**src/rtl/hac_pkg.sv**
```systemverilog
package hac_pkg;

  localparam int PER_W = 16;

  // Base half-cycle-free period, in system clock cycles, for a note code.
  // A code with no octave/degree meaning returns zero (silence).
  function automatic logic [PER_W-1:0] note_base(input logic [7:0] code);
    logic [PER_W-1:0] p;
    case (code)
      8'h11: p = 16'd45872;
      8'h12: p = 16'd40858;
      8'h13: p = 16'd36408;
      8'h14: p = 16'd34364;
      8'h15: p = 16'd30612;
      8'h16: p = 16'd27273;
      8'h17: p = 16'd24296;
      8'h21: p = 16'd22931;
      8'h22: p = 16'd20432;
      8'h23: p = 16'd18201;
      8'h24: p = 16'd17180;
      8'h25: p = 16'd15306;
      8'h26: p = 16'd13636;
      8'h27: p = 16'd12148;
      8'h41: p = 16'd11478;
      8'h42: p = 16'd10215;
      8'h43: p = 16'd9101;
      8'h44: p = 16'd8590;
      8'h45: p = 16'd7653;
      8'h46: p = 16'd6818;
      8'h47: p = 16'd6074;
      default: p = '0;
    endcase
    return p;
  endfunction

  // Period after the configurable pitch scaling.
  function automatic logic [PER_W-1:0] note_period(input logic [7:0] code, input int shift);
    return note_base(code) >> shift;
  endfunction

  // True when minutes and seconds are all zero.
  function automatic logic on_the_hour(input logic [3:0] mt, input logic [3:0] mo,
                                       input logic [3:0] st, input logic [3:0] so);
    return (mt == 4'd0) && (mo == 4'd0) && (st == 4'd0) && (so == 4'd0);
  endfunction

  localparam logic [7:0] ALARM_CODE = 8'h21;

endpackage

```
**src/rtl/hac_note_fifo.sv**
```systemverilog
module hac_note_fifo #(
  parameter int DEPTH = 16,
  parameter int DW    = 8,
  localparam int AW   = (DEPTH > 1) ? $clog2(DEPTH) : 1,
  localparam int LW   = $clog2(DEPTH + 1)
) (
  input  logic          clk,
  input  logic          rst_n,
  input  logic          push,
  input  logic [DW-1:0] din,
  input  logic          pop,
  output logic [DW-1:0] dout,
  output logic          empty,
  output logic          full,
  output logic [LW-1:0] level
);

  logic [DW-1:0] mem [DEPTH];
  logic [AW-1:0] wptr, rptr;
  logic          do_wr, do_rd;

  function automatic logic [AW-1:0] bump(input logic [AW-1:0] p);
    return (p == AW'(DEPTH - 1)) ? '0 : p + 1'b1;
  endfunction

  assign empty = (level == '0);
  assign full  = (level == LW'(DEPTH));
  assign do_wr = push && !full;
  assign do_rd = pop && !empty;
  assign dout  = mem[rptr];

  always_ff @(posedge clk) begin
    if (do_wr) mem[wptr] <= din;
  end

  always_ff @(posedge clk or negedge rst_n) begin
    if (!rst_n) begin
      wptr  <= '0;
      rptr  <= '0;
      level <= '0;
    end else begin
      if (do_wr) wptr <= bump(wptr);
      if (do_rd) rptr <= bump(rptr);
      case ({do_wr, do_rd})
        2'b10:   level <= level + 1'b1;
        2'b01:   level <= level - 1'b1;
        default: level <= level;
      endcase
    end
  end

endmodule

```
**src/rtl/hac_tone_gen.sv**
```systemverilog
module hac_tone_gen #(
  parameter int PW = 16
) (
  input  logic          clk,
  input  logic          rst_n,
  input  logic [PW-1:0] period,
  output logic          wave
);

  logic [PW-1:0] per_q;
  logic [PW-1:0] cnt;
  logic          changed;
  logic          wrap;

  assign changed = (period != per_q);
  assign wrap    = (cnt == per_q - 1'b1);

  always_ff @(posedge clk or negedge rst_n) begin
    if (!rst_n) begin
      per_q <= '0;
      cnt   <= '0;
    end else if (changed) begin
      per_q <= period;
      cnt   <= '0;
    end else if (per_q != '0) begin
      cnt <= wrap ? '0 : cnt + 1'b1;
    end
  end

  // Quiet for the one cycle in which a new pitch is latched.
  assign wave = !changed && (per_q != '0) && (cnt < (per_q >> 1));

endmodule

```
**src/rtl/hac_hour_alarm.sv**
```systemverilog
module hac_hour_alarm
  import hac_pkg::*;
#(
  parameter int ALARM_CYC = 360_000_000,
  localparam int ACW      = $clog2(ALARM_CYC + 1)
) (
  input  logic           clk,
  input  logic           rst_n,
  input  logic [3:0]     min_tens,
  input  logic [3:0]     min_ones,
  input  logic [3:0]     sec_tens,
  input  logic [3:0]     sec_ones,
  input  logic           cancel,
  output logic           hour_evt,
  output logic           alarm_on,
  output logic           temp_req,
  output logic [ACW-1:0] alarm_cnt
);

  logic hour_now;
  logic hour_q;
  logic alarm_last;

  assign hour_now   = on_the_hour(min_tens, min_ones, sec_tens, sec_ones);
  assign hour_evt   = hour_now && !hour_q;
  assign alarm_last = (alarm_cnt == ACW'(ALARM_CYC - 1));

  // hour_q resets high so that a clock already at xx:00:00 does not fire.
  always_ff @(posedge clk or negedge rst_n) begin
    if (!rst_n) begin
      hour_q    <= 1'b1;
      temp_req  <= 1'b0;
      alarm_on  <= 1'b0;
      alarm_cnt <= '0;
    end else begin
      hour_q   <= hour_now;
      temp_req <= hour_evt;
      if (cancel) begin
        alarm_on  <= 1'b0;
        alarm_cnt <= '0;
      end else if (hour_evt) begin
        alarm_on  <= 1'b1;
        alarm_cnt <= '0;
      end else if (alarm_on) begin
        if (alarm_last) begin
          alarm_on  <= 1'b0;
          alarm_cnt <= '0;
        end else begin
          alarm_cnt <= alarm_cnt + 1'b1;
        end
      end
    end
  end

endmodule

```
**src/rtl/hac_playback.sv**
```systemverilog
module hac_playback #(
  parameter int NOTE_CYC = 6_000_000,
  parameter int IDLE_CYC = 12_000_000,
  localparam int NCW     = $clog2(NOTE_CYC + 1),
  localparam int ICW     = $clog2(IDLE_CYC + 1)
) (
  input  logic       clk,
  input  logic       rst_n,
  input  logic       rx_valid,
  input  logic       q_empty,
  input  logic [7:0] q_head,
  output logic       q_pop,
  output logic       freeze,
  output logic       note_active,
  output logic [7:0] cur_code
);

  logic [NCW-1:0] note_cnt;
  logic [ICW-1:0] idle_cnt;
  logic           note_done;
  logic           idle_done;
  logic           load;

  assign note_done = note_active && (note_cnt == NCW'(NOTE_CYC - 1));
  assign idle_done = (idle_cnt == ICW'(IDLE_CYC - 1));
  assign load      = (!note_active || note_done) && !q_empty;
  assign q_pop     = load;

  always_ff @(posedge clk or negedge rst_n) begin
    if (!rst_n) begin
      idle_cnt <= '0;
    end else if (rx_valid) begin
      idle_cnt <= '0;
    end else if (!idle_done) begin
      idle_cnt <= idle_cnt + 1'b1;
    end
  end

  always_ff @(posedge clk or negedge rst_n) begin
    if (!rst_n) begin
      note_active <= 1'b0;
      note_cnt    <= '0;
      cur_code    <= '0;
    end else if (load) begin
      note_active <= 1'b1;
      note_cnt    <= '0;
      cur_code    <= q_head;
    end else if (note_done) begin
      note_active <= 1'b0;
      note_cnt    <= '0;
    end else if (note_active) begin
      note_cnt <= note_cnt + 1'b1;
    end
  end

  always_ff @(posedge clk or negedge rst_n) begin
    if (!rst_n) begin
      freeze <= 1'b0;
    end else if (rx_valid) begin
      freeze <= 1'b1;
    end else if (freeze && !note_active && q_empty && idle_done) begin
      freeze <= 1'b0;
    end
  end

endmodule

```
**src/rtl/hour_alarm_ctrl.sv**
```systemverilog
module hour_alarm_ctrl
  import hac_pkg::*;
#(
  parameter int FIFO_DEPTH = 16,
  parameter int NOTE_CYC   = 6_000_000,
  parameter int IDLE_CYC   = 12_000_000,
  parameter int ALARM_CYC  = 360_000_000,
  parameter int TONE_SHIFT = 0
) (
  input  logic       clk,
  input  logic       rst_n,
  input  logic [3:0] min_tens,
  input  logic [3:0] min_ones,
  input  logic [3:0] sec_tens,
  input  logic [3:0] sec_ones,
  input  logic [7:0] rx_data,
  input  logic       rx_valid,
  output logic       buzzer,
  output logic       temp_req,
  output logic       freeze,
  output logic       alarm_on
);

  localparam int ACW = $clog2(ALARM_CYC + 1);
  localparam int LW  = $clog2(FIFO_DEPTH + 1);

  logic             hour_evt;
  logic [ACW-1:0]   alarm_cnt;
  logic [7:0]       q_head;
  logic             q_empty, q_full, q_pop;
  logic [LW-1:0]    fifo_level;
  logic             note_active;
  logic [7:0]       cur_code;
  logic [PER_W-1:0] sel_period;

  hac_hour_alarm #(.ALARM_CYC(ALARM_CYC)) u_hour (
    .clk       (clk),
    .rst_n     (rst_n),
    .min_tens  (min_tens),
    .min_ones  (min_ones),
    .sec_tens  (sec_tens),
    .sec_ones  (sec_ones),
    .cancel    (freeze),
    .hour_evt  (hour_evt),
    .alarm_on  (alarm_on),
    .temp_req  (temp_req),
    .alarm_cnt (alarm_cnt)
  );

  hac_note_fifo #(.DEPTH(FIFO_DEPTH), .DW(8)) u_fifo (
    .clk   (clk),
    .rst_n (rst_n),
    .push  (rx_valid),
    .din   (rx_data),
    .pop   (q_pop),
    .dout  (q_head),
    .empty (q_empty),
    .full  (q_full),
    .level (fifo_level)
  );

  hac_playback #(.NOTE_CYC(NOTE_CYC), .IDLE_CYC(IDLE_CYC)) u_play (
    .clk         (clk),
    .rst_n       (rst_n),
    .rx_valid    (rx_valid),
    .q_empty     (q_empty),
    .q_head      (q_head),
    .q_pop       (q_pop),
    .freeze      (freeze),
    .note_active (note_active),
    .cur_code    (cur_code)
  );

  // Received notes win over the alarm; a frozen gap is silent.
  always_comb begin
    if (note_active)   sel_period = note_period(cur_code, TONE_SHIFT);
    else if (freeze)   sel_period = '0;
    else if (alarm_on) sel_period = note_period(ALARM_CODE, TONE_SHIFT);
    else               sel_period = '0;
  end

  hac_tone_gen #(.PW(PER_W)) u_tone (
    .clk    (clk),
    .rst_n  (rst_n),
    .period (sel_period),
    .wave   (buzzer)
  );

endmodule

```
**config.mk**
```make
export PLATFORM = sky130hd
export DESIGN_NAME = hour_alarm_ctrl
export DESIGN_NICKNAME = d
export VERILOG_FILES = /design/src/rtl/hac_pkg.sv /design/src/rtl/hac_note_fifo.sv /design/src/rtl/hac_tone_gen.sv /design/src/rtl/hac_hour_alarm.sv /design/src/rtl/hac_playback.sv /design/src/rtl/hour_alarm_ctrl.sv
export SDC_FILE = /design/constraint.sdc
export NUM_CORES = 1
export LEC_CHECK = 0
export BUFFER_PORTS_ARGS = -buffer_cell sky130_fd_sc_hd__clkbuf_2
export CAP_MARGIN = 20
export CORE_MARGIN = 2
export CORE_UTILIZATION = 35
export CTS_CLUSTER_DIAMETER = 120
export DETAILED_ROUTE_END_ITERATION = 10
export GPL_ROUTABILITY_DRIVEN = 0
export GPL_TIMING_DRIVEN = 0
export SETUP_SLACK_MARGIN = 0.02
export SLEW_MARGIN = 5
export SYNTH_ARGS = -nofsm -noshare
export SYNTH_HDL_FRONTEND = slang
export SYNTH_SLANG_ARGS = --single-unit
```
**constraint.sdc**
```tcl
create_clock -name clk -period 5.5 [get_ports clk]
set_clock_uncertainty 0.05 [all_clocks]
set_input_delay 0.825 -clock clk [delete_from_list [all_inputs] [get_ports clk]]
set_output_delay 0.825 -clock clk [all_outputs]
set_load 0.01 [all_outputs]
```
==> Yosys cells after proc, flatten, opt, wreduce, memory -nomap -nowiden <==
Memories as Yosys holds them, arrays and structs flattened. A register that Yosys moved wholly into a read port is not among the register bits.
Index checks and enable logic that the tools add are counted.
{ "op_classes": {"add_sub_neg": 9, "magnitude_cmp": 1, "eq_ne": 32, "muxes": 29, "n_reduce_logical": 32} }
{ "ops": {"columns": ["operator", "n"], "rows": [
  ["$pmux 16 s21", 1],
  ["$mux 29", 4],
  ["$mux 23", 3],
  ["$mux 16", 4],
  ["$eq 8x5->1 const B", 7],
  ["$eq 8x6->1 const B", 7],
  ["$eq 8x7->1 const B", 7],
  ["$mux 24", 2],
  ["$mux 15", 2],
  ["$add 29x1->29 const B", 1],
  ["$eq 29x29->1 const B", 1],
  ["$add 24x1->24 const B", 1],
  ["$eq 24x24->1 const B", 1],
  ["$add 23x1->23 const B", 1],
  ["$eq 23x23->1 const B", 1],
  ["$add 16x1->16 const B", 1],
  ["$eq 16x16->1", 1],
  ["$logic_not 4->1", 4],
  ["$lt 16x15->1", 1],
  ["$ne 16x16->1", 1],
  ["$reduce_bool 16->1", 1],
  ["$sub 16x1->16 const B", 1],
  ["$logic_and 1x1->1", 13],
  ["$mux 1", 10],
  ["other kinds (15)", 27]
]} }
{ "word_totals": {"reg_bits": 126, "mem_bits_rw": 128, "in_bits": 27, "output_inout_bits": 4, "mem_count": 1} }
{ "memory_table": {"columns": ["memory", "words", "word_bits", "rd", "rd_ports_with_merged_regs", "wr", "line", "text"], "rows": [
  ["u_fifo.mem", 16, 8, 1, 1, 1, "hac_note_fifo.sv:18", "logic [DW-1:0] mem [DEPTH];"]
]} }

==> Logic depth before layout (Yosys ltp) <==
Gate-level depths: netlist of run 1.
{ "depth": {"word_depth": 7, "ltp_mapped": 17} }

==> Cells and area by module <==
From an unflattened synthesis of run 1, not the netlist that was laid out.
{ "hier_totals": {"cells_unflattened": 1224, "hier_area_um2": 13838.3} }
{ "modules_own_cells": {"columns": ["mod", "instances", "cells_each", "area_each_um2", "seq_area_each_um2"], "rows": [
  ["hac_note_fifo", 1, 311, 5765.5, 4169.0],
  ["hac_playback", 1, 293, 2895.3, 1426.4],
  ["hac_tone_gen", 1, 275, 2477.4, 800.8],
  ["hac_hour_alarm", 1, 205, 1808.0, 802.0],
  ["hour_alarm_ctrl", 1, 140, 892.1, 0.0]
]} }

==> Worst setup path after synthesis of run 1 <==
OpenSTA, ideal clock, no wires.
{ "synth_timing": {"kind": "reg-to-reg", "from": "register u_play.note_cnt[7]", "to": "register u_fifo.level[4]", "setup_ns": 0.125, "t_arrival_ns": 3.411, "required_time_ns": 5.325, "slack_ns": 1.914, "path_stages_with_launch": 15, "period_less_slack_ns": 3.586, "cell_sequence": "dfrtp_1 or4b_2 o41ai_1 nand2_1 inv_1 clkbuf_1 ha_1 inv_1 fa_1 inv_1 a21o_1 a21oi_1 xnor2_1 nor2_1 xor2_1"} }
{ "synth_via": {"elab_chain_cells": 7, "elab_cells_between_ends": 9} }
{ "synth_rtl": {"columns": ["item", "line", "text"], "rows": [
  ["start: declaration", "hac_playback.sv:18", "logic [NCW-1:0] note_cnt;"],
  ["start signal: assignment", "hac_playback.sv:52", "note_cnt <= note_cnt + 1'b1;"],
  ["$eq 23x23->1 *", "hac_playback.sv:24", "assign note_done = note_active && (note_cnt == NCW'(NOTE_CYC - 1));"],
  ["$logic_and 1x1->1 *", "hac_playback.sv:24", null],
  ["$logic_or 1x1->1 *", "hac_playback.sv:26", "assign load = (!note_active || note_done) && !q_empty;"],
  ["$logic_and 1x1->1 *", "hac_playback.sv:26", null],
  ["$logic_and 1x1->1 *", "hac_note_fifo.sv:29", "assign do_rd = pop && !empty;"],
  ["via u_fifo.do_rd", "hac_note_fifo.sv:20", "logic do_wr, do_rd;"],
  ["$eq 2x1->1 or $eq 2x2->1 (tied branches)", "hac_note_fifo.sv:44", "case ({do_wr, do_rd})"],
  ["$pmux 5 s2 or $reduce_bool 2->1 (tied branches)", null, null],
  ["end signal: assignment", "hac_note_fifo.sv:45", "2'b10: level <= level + 1'b1;"],
  ["end signal: assignment", "hac_note_fifo.sv:46", "2'b01: level <= level - 1'b1;"],
  ["end signal: assignment", "hac_note_fifo.sv:47", "default: level <= level;"],
  ["end: declaration", "hac_note_fifo.sv:15", "output logic [LW-1:0] level"]
]} }
The timed path passes the listed nets; every way through them passes the cells marked *.
A chain may end at the register's enable or synchronous reset.

==> Worst setup path after layout of run 1 <==
{ "layout_timing": {"from": "register u_play.cur_code[2] (read register of u_fifo.mem)", "to": "output port buzzer"} }
{ "layout_via": {"elab_chain_cells": 7, "elab_cells_between_ends": 27} }
{ "layout_rtl": {"columns": ["item", "line", "text"], "rows": [
  ["start: declaration", "hac_playback.sv:15", "output logic [7:0] cur_code"],
  ["$eq 8x7->1, or another cell as far along", "hac_pkg.sv:9", "case (code)"],
  ["$pmux 16 s21 *", "hac_pkg.sv:9", null],
  ["$mux 16 *", "hour_alarm_ctrl.sv:76", "if (note_active) sel_period = note_period(cur_code, TONE_SHIFT);"],
  ["$ne 16x16->1 *", "hac_tone_gen.sv:15", "assign changed = (period != per_q);"],
  ["$logic_not 1->1 *", "hac_tone_gen.sv:31", "assign wave = !changed && (per_q != '0) && (cnt < (per_q >> 1));"],
  ["$logic_and 1x1->1 * (2 in a row)", "hac_tone_gen.sv:31", null],
  ["end: declaration", "hour_alarm_ctrl.sv:18", "output logic buzzer,"]
]} }
Mark *: on every way between the ends. The rest lies on a longest branch, timed or not.

==> flow_metrics.py, run 1 <==
metrics = {
    "cells_and_area": {
        "regArea_um2": 7200,
        "nFillCells": 3716,
        "area_growth_pct": 13.8,
        "multi_input_area_um2": 6050,
        "drive_gt1_share_pct": 13.4,
        "antenna_cells": 0,
        "final_nets": 1350,
        "design_area_um2": 15500,
    },
    "timing": {
        "hold_viol_final": 0,
        "tightest_slew_ns": 0.943,
        "setup_ws_ns": 0.623,
        "fin_hold_ws_ns": 0.157,
        "fmax_mhz": 205,
        "setup_violations": 0,
        "slew_violations": 0,
        "relSlewSlack_pct": 36.9,
        "rsz0062_at_grt": "false",
        "fin_crit_sh_pct": 88.7,
        "fin_crit_ns": 4.88,
        "fin_tns_setup_ns": 0,
    },
    "worst_setup_path": {
        "critical_path_class": "flop to output pin",
        "r2r_slack_ns": 1.18,
        "r2r_cells": 14,
        "critPathMaxFanout": 10,
        "end_kind": "output pin",
        "path_buf_inv": 3,
        "critical_path.top_delay_family": "compound AO/OA/AOI/OAI gates",
        "cp.arrival_ns": 4.00,
        "cp.depth": 10,
        "timing.rr.start": "u_play.note_cnt[7]$_DFFE_PN0P_",
        "start_kind": "flop",
        "critPathSlowestCell": "o32ai_1",
        "cpPeakStageDelay_ns": 0.66,
        "critPathRequiredTime_ns": 4.62,
        "critPathLaunch": "u_play.cur_code[2]$_DFFE_PN0N_",
        "cp_cell_sequence": "clkbuf_1 -> inv_1 -> o32ai_1 -> o21ai_0 -> a2111o_1 -> nand4_1 -> and4b_1 -> nand4b_4 -> a211oi_2 -> clkbuf_2",
    },
    "die": {
        "start_util_pct": 35.4,
        "core_um2": 38600,
        "placementRows": 72,
        "die_h_um": 202,
        "die_area_um2": 40600,
        "ios": 31,
        "die_x_um": 202,
    },
    "yosys": {
        "syn_area_um2": 13700,
        "ys_seq_area_share_pct": 52.7,
        "synth_top_area_share_pct": 28.1,
        "synth_xor_area_share_pct": 4.74,
        "synthMuxAreaShare_pct": 7.52,
        "synth_top_area_cell": "edfxtp_1",
        "yosys_most_used_dff": "dfrtp_1",
        "syn-num-nets": 1287,
        "synthTopCellsByCount": "nor2_1, dfrtp_1, edfxtp_1",
        "yosysUniqueCellTypes": 86,
        "synth_compound_area_share_pct": 10.8,
        "synth_fa_ha_area_share_pct": 2.71,
        "synthCells": 1231,
        "synth_edf_count": 128,
        "ys_async_sr_fraction_pct": 51.1,
        "synth-seq-cells": 262,
        "yosys_warnings": 0,
        "synth_area_leaders": "edfxtp_1, dfrtp_1, mux4_2",
        "synth-simple-area-share_pct": 18.3,
        "avgSynthCellArea_um2": 11.1,
        "synth_top_family_by_area": "simple AND/OR/NAND/NOR gates",
        "post-synth-top-count-cell": "nor2_1",
    },
    "outcome": {
        "status": "completed",
    },
    "pwr": {
        "irDropWorstVdd_mv": 0.280,
        "leakagePower_nw": 5.86,
        "powerDensity_nw_per_um2": 343,
    },
    "place": {
        "post_dp_cell_area_um2": 14500,
        "io_buffers": 29,
        "dp_hpwl_mm": 21.6,
        "post-place-ws_ns": 1.15,
    },
    "drt": {
        "postRouteAntennaNets": 0,
        "routedWlPerCell_um": 16.9,
        "drc": 0,
        "routed_wl_mm": 31.0,
        "first_pass_iters": 7,
        "drt_iter0_markers": 692,
        "vias": 9826,
        "viasPerCell": 5.35,
    },
    "min_path": {
        "hold_class": "input port to asynchronous set/reset pin",
    },
    "global_route": {
        "grt_use_met3_pct": 2.36,
        "grtUsageTotal_pct": 15.3,
        "grt_pass1_vias": 9575,
        "groute.layer.met1.usage_pct": 20.7,
        "busiest_layer": "met2",
        "overflow": 0,
        "antenna_found_initial": 0,
        "use_met2_pct": 25.8,
        "grt_pass1_wl_mm": 51.2,
        "grt_max_degree": 88,
    },
    "clock_network": {
        "cts.clk_slew.worst_paths_ns": 0.06,
        "clockRootBuffer": "clkbuf_16",
        "h-tree-depth": 1,
        "cts_buffer_depth": 3,
        "cts_sinks": 262,
        "cts_tree": "done",
        "post_cts_buffers": 0,
        "cts-buffers-inserted": 29,
        "ctsResizeCount": 0,
        "clock_latency_ns": 0.56,
        "hold_buffers": 0,
    },
    "flow_run": {
        "drv_cap": 0,
    },
}
[registers in the layout, indices dropped and copies added (netlist names)]
name,count
u_play.freeze,1
u_play.note_cnt,23
u_play.cur_code,8
u_fifo.level,5
u_play.idle_cnt,24
u_hour.alarm_on,1
u_tone.cnt,16
u_fifo.mem,128
u_tone.per_q,16
u_hour.temp_req,1
u_hour.hour_q,1
u_hour.alarm_cnt,29
u_fifo.rptr,4
u_play.note_active,1
u_fifo.wptr,4
[worst reg2reg max path: cells and delay by family, from the launching register on]
kind | cells | cell delay (ns)
AOI/OAI and AO/OA | 3 | 0.81
xor gates and xnor gates | 2 | 0.27
adders and majority gates | 2 | 0.70
buffers and inverters | 4 | 0.74
DFF | 1 | 0.43
and+or+nand+nor | 3 | 1.25
[layout make-up]
type,instances,share of cell area (%)
Buffer,62,1.93
Clock buffer,33,5.02
Clock inverter,21,1.54
Inverter,35,0.845
Multi-Input combinational cell,872,38.9
Sequential cell,262,46.3
Tap cell,518,4.17
Timing Repair Buffer,32,1.23
[layout by cell type, fill, tap and decap left out, types with 10 or more instances in the layout]
cell,netlist,final
nor2_1,135,135
dfrtp_1,133,133
edfxtp_1,128,128
nand2_1,104,104
o21ai_0,87,87
a21oi_1,51,51
nand3_1,49,49
xor2_1,43,43
mux4_2,40,40
clkbuf_1,36,36
inv_1,35,35
xnor2_1,31,31
clkbuf_2,0,30
clkbuf_16,0,29
ha_1,28,28
nand4_1,24,24
and3_1,24,24
nor3_1,23,19
nor4_1,17,17
nand2b_1,15,15
nor2b_1,13,13
a21o_1,13,13
buf_2,12,12
a31oi_1,11,11
nand3b_1,11,11
or3_1,10,10
[metal layers]
layer  part of all wire [%]  vias up
met5                      0        -
met4                    2.3        0
met3                    4.4       55
met2                     47      227
met1                     46     4851
li1                       -     4693
[power breakdown]
part | switching, W | internal (W) | total, W
sequential | 0.0000964 | 0.00223 | 0.00233
clock | 0.000813 | 0.00125 | 0.00206
combinational | 0.000581 | 0.000361 | 0.000942
[metrics by stage]
step                      std cells  utilization [%]  total power [W]
after floorplan                1231                -          0.00302
after global placement         1778             37.5          0.00327
after detailed placement       1779             37.6          0.00330
after CTS                      1833             40.3          0.00538
after global routing           1835             40.3          0.00557
final                          1835             40.3          0.00533
[kinds of logic (layout without fill, tap and decap cells)]
kind of cell | after synthesis | in the layout
xor gates and xnor gates | 74 | 74
adders and majority gates | 29 | 29
buffers and inverters | 97 | 183
muxes | 52 | 52
and+or+nand+nor | 482 | 482
AOI/OAI and AO/OA | 235 | 235
DFF | 262 | 262
[worst paths after layout]
path	end
worst max-delay path	buzzer
worst min-delay path	u_tone.cnt[8]$_DFFE_PN0P_
worst max register to register	u_fifo.level[4]$_DFFE_PN0P_
worst min register to register	u_fifo.level[4]$_DFFE_PN0P_
max in group asynchronous	u_play.idle_cnt[5]$_DFFE_PN0P_
min in group clk	u_hour.hour_q$_DFF_PN1_
No activity file was read; power rests on OpenSTA's default activity.
==> run 2, diff against run 1 <==
CAP_MARGIN = unset   (was 20)
CELL_PAD_IN_SITES_DETAIL_PLACEMENT = 1   (was unset)
CELL_PAD_IN_SITES_GLOBAL_PLACEMENT = 2   (was unset)
PLACE_DENSITY_LB_ADDON = 0.1   (was unset)
==> run 2 against run 1 <==
Effect of this change: non-clock buffer count decreased by 1; sequential power barely moved; final cell count rose by 0.16%; highest routed layer unchanged; power fell by 0.17%; sequential share of layout area hardly changed; routed wire length increased by 17%.
==> flow_metrics.py, run 2 (same netlist as run 1, synthesis figures left out) <==
metrics = {
    "timing": {
        "fmax_mhz": 201,
        "rsz0062_at_grt": "false",
        "setup_violations": 0,
        "slew_violations": 0,
        "fin_tns_setup_ns": 0,
        "hold_viol_final": 0,
        "fin_crit_sh_pct": 90.6,
        "relSlewSlack_pct": 18.8,
        "fin_crit_ns": 4.98,
        "tightest_slew_ns": 1.21,
    },
    "worst_setup_path": {
        "critPathMaxFanout": 10,
        "critical_path_class": "flop to output pin",
        "critPathLaunch": "u_play.cur_code[2]$_DFFE_PN0N_",
        "critPathRequiredTime_ns": 4.62,
        "r2r_slack_ns": 1.12,
        "end_kind": "output pin",
        "start_kind": "flop",
        "timing.rr.start": "u_play.note_cnt[7]$_DFFE_PN0P_",
        "r2r_cells": 14,
        "cp-endpoint": "buzzer",
        "cp.arrival_ns": 4.11,
        "r2r-end": "u_fifo.level[4]$_DFFE_PN0P_",
    },
    "die": {
        "core_um2": 38600,
        "start_util_pct": 35.4,
        "ios": 31,
        "die_h_um": 202,
        "die_area_um2": 40600,
        "placementRows": 72,
        "die_x_um": 202,
    },
    "global_route": {
        "overflow": 0,
        "grt_max_degree": 93,
        "grt_use_met3_pct": 2.70,
        "use_met2_pct": 30.3,
        "grt_pass1_wl_mm": 59.7,
        "groute.layer.met1.usage_pct": 25.4,
        "grt_pass1_vias": 10540,
        "antenna_found_initial": 0,
        "grtUsageTotal_pct": 18.3,
        "busiest_layer": "met2",
    },
    "pwr": {
        "irDropWorstVdd_mv": 0.364,
        "leakagePower_nw": 5.85,
        "powerDensity_nw_per_um2": 343,
    },
    "cells_and_area": {
        "antenna_cells": 0,
        "area_growth_pct": 13.7,
        "drive_gt1_share_pct": 13.4,
        "largestRegisters": "u_fifo.mem x128, u_hour.alarm_cnt x29, u_play.idle_cnt x24",
        "largest_reg_flops": 128,
        "final_core_util_pct": 40.3,
        "final_common_cell": "nor2_1",
        "final_nets": 1351,
        "top_register": "u_fifo.mem",
        "final_cell_mix": "nor2_1, dfrtp_1, edfxtp_1",
        "stdcell_count": 1838,
    },
    "place": {
        "dp_hpwl_mm": 25.7,
        "place_inst": 1780,
        "io_buffers": 29,
    },
    "clock_network": {
        "hold_buffers": 0,
        "ctsResizeCount": 0,
        "cts.clk_slew.worst_paths_ns": 0.06,
        "h-tree-depth": 1,
        "post_cts_buffers": 0,
        "clock_latency_ns": 0.59,
        "cts_sinks": 262,
        "cts_tree": "done",
        "clockRootBuffer": "clkbuf_16",
        "cts_buffer_depth": 3,
        "cts-buffers-inserted": 31,
    },
    "drt": {
        "routedWlPerCell_um": 19.7,
        "drt_iter0_markers": 483,
        "postRouteAntennaNets": 0,
        "routed_wl_mm": 36.3,
        "first_pass_iters": 4,
        "vias": 9824,
        "viasPerCell": 5.34,
        "drc": 0,
    },
    "flow_run": {
        "drv_cap": 0,
    },
    "outcome": {
        "status": "completed",
    },
    "min_path": {
        "hold_class": "input port to asynchronous set/reset pin",
    },
}
## run 2: cell count changes in the layout (fill, tap and decap cells not counted), moves of 2 or more
cell	delta
bufinv_16	-2
clkbuf_2	-2
clkbuf_1	+4
clkinv_2	+4
clkbuf_16	+2
clkbuf_8	-4
## run 2: worst max-delay path, cell delays in order (launching register included)
cell      delay [ns]
dfrtp_1         0.47
clkbuf_1        0.40
inv_1           0.27
o32ai_1         0.67
o21ai_0         0.22
a2111o_1        0.40
nand4_1         0.11
and4b_1         0.28
nand4b_4        0.23
a211oi_2        0.27
clkbuf_2        0.17
## run 2: final cells by class
class / count / area [um2]
Tap cell: 518 / 648
Clock buffer: 35 / 791
Timing Repair Buffer: 31 / 189
Clock inverter: 23 / 211
Inverter: 35 / 131
Fill cell: 4256 / 23000
Buffer: 62 / 300
Multi-Input combinational cell: 872 / 6060
Sequential cell: 262 / 7200
## run 2: routing by layer
layer	wire, um	up-vias
li1	-	4675
met5	0	-
met2	17000	135
met1	17200	4966
met3	1210	48
met4	852	0
## run 2: worst min path at each step
stage	from	endpoint	slack, ns
after detailed placement	u_hour.alarm_cnt[22]$_DFFE_PN0P_	u_hour.alarm_cnt[22]$_DFFE_PN0P_	0.42
after global routing	rst_n	u_hour.alarm_cnt[11]$_DFFE_PN0P_	0.11
after global placement	u_hour.alarm_cnt[22]$_DFFE_PN0P_	u_hour.alarm_cnt[22]$_DFFE_PN0P_	0.42
after CTS	rst_n	u_hour.alarm_on$_DFF_PN0_	0.10
after floorplan	u_hour.alarm_cnt[22]$_DFFE_PN0P_	u_hour.alarm_cnt[22]$_DFFE_PN0P_	0.40
final	rst_n	u_hour.alarm_cnt[11]$_DFFE_PN0P_	0.11
## run 2: power breakdown
| group | switching, W | total [W] | internal, W |
|---|---|---|---|
| Sequential | 0.0000964 | 0.00233 | 0.00223 |
| Clock | 0.000852 | 0.00203 | 0.00118 |
| Combinational | 0.000607 | 0.000968 | 0.000361 |
## run 2: through the flow
step | setup WS [ns] | cell area [um2] | power [W] | hold WS [ns]
2_1_floorplan | 1.91 | 13700 | 0.00302 | 0.395
3_3_place_gp | 0.880 | 14500 | 0.00331 | 0.421
3_5_place_dp | 1.10 | 14500 | 0.00335 | 0.419
4_1_cts | 0.543 | 15500 | 0.00541 | 0.101
5_1_grt | 0.222 | 15500 | 0.00561 | 0.110
6_report | 0.516 | 15500 | 0.00532 | 0.109
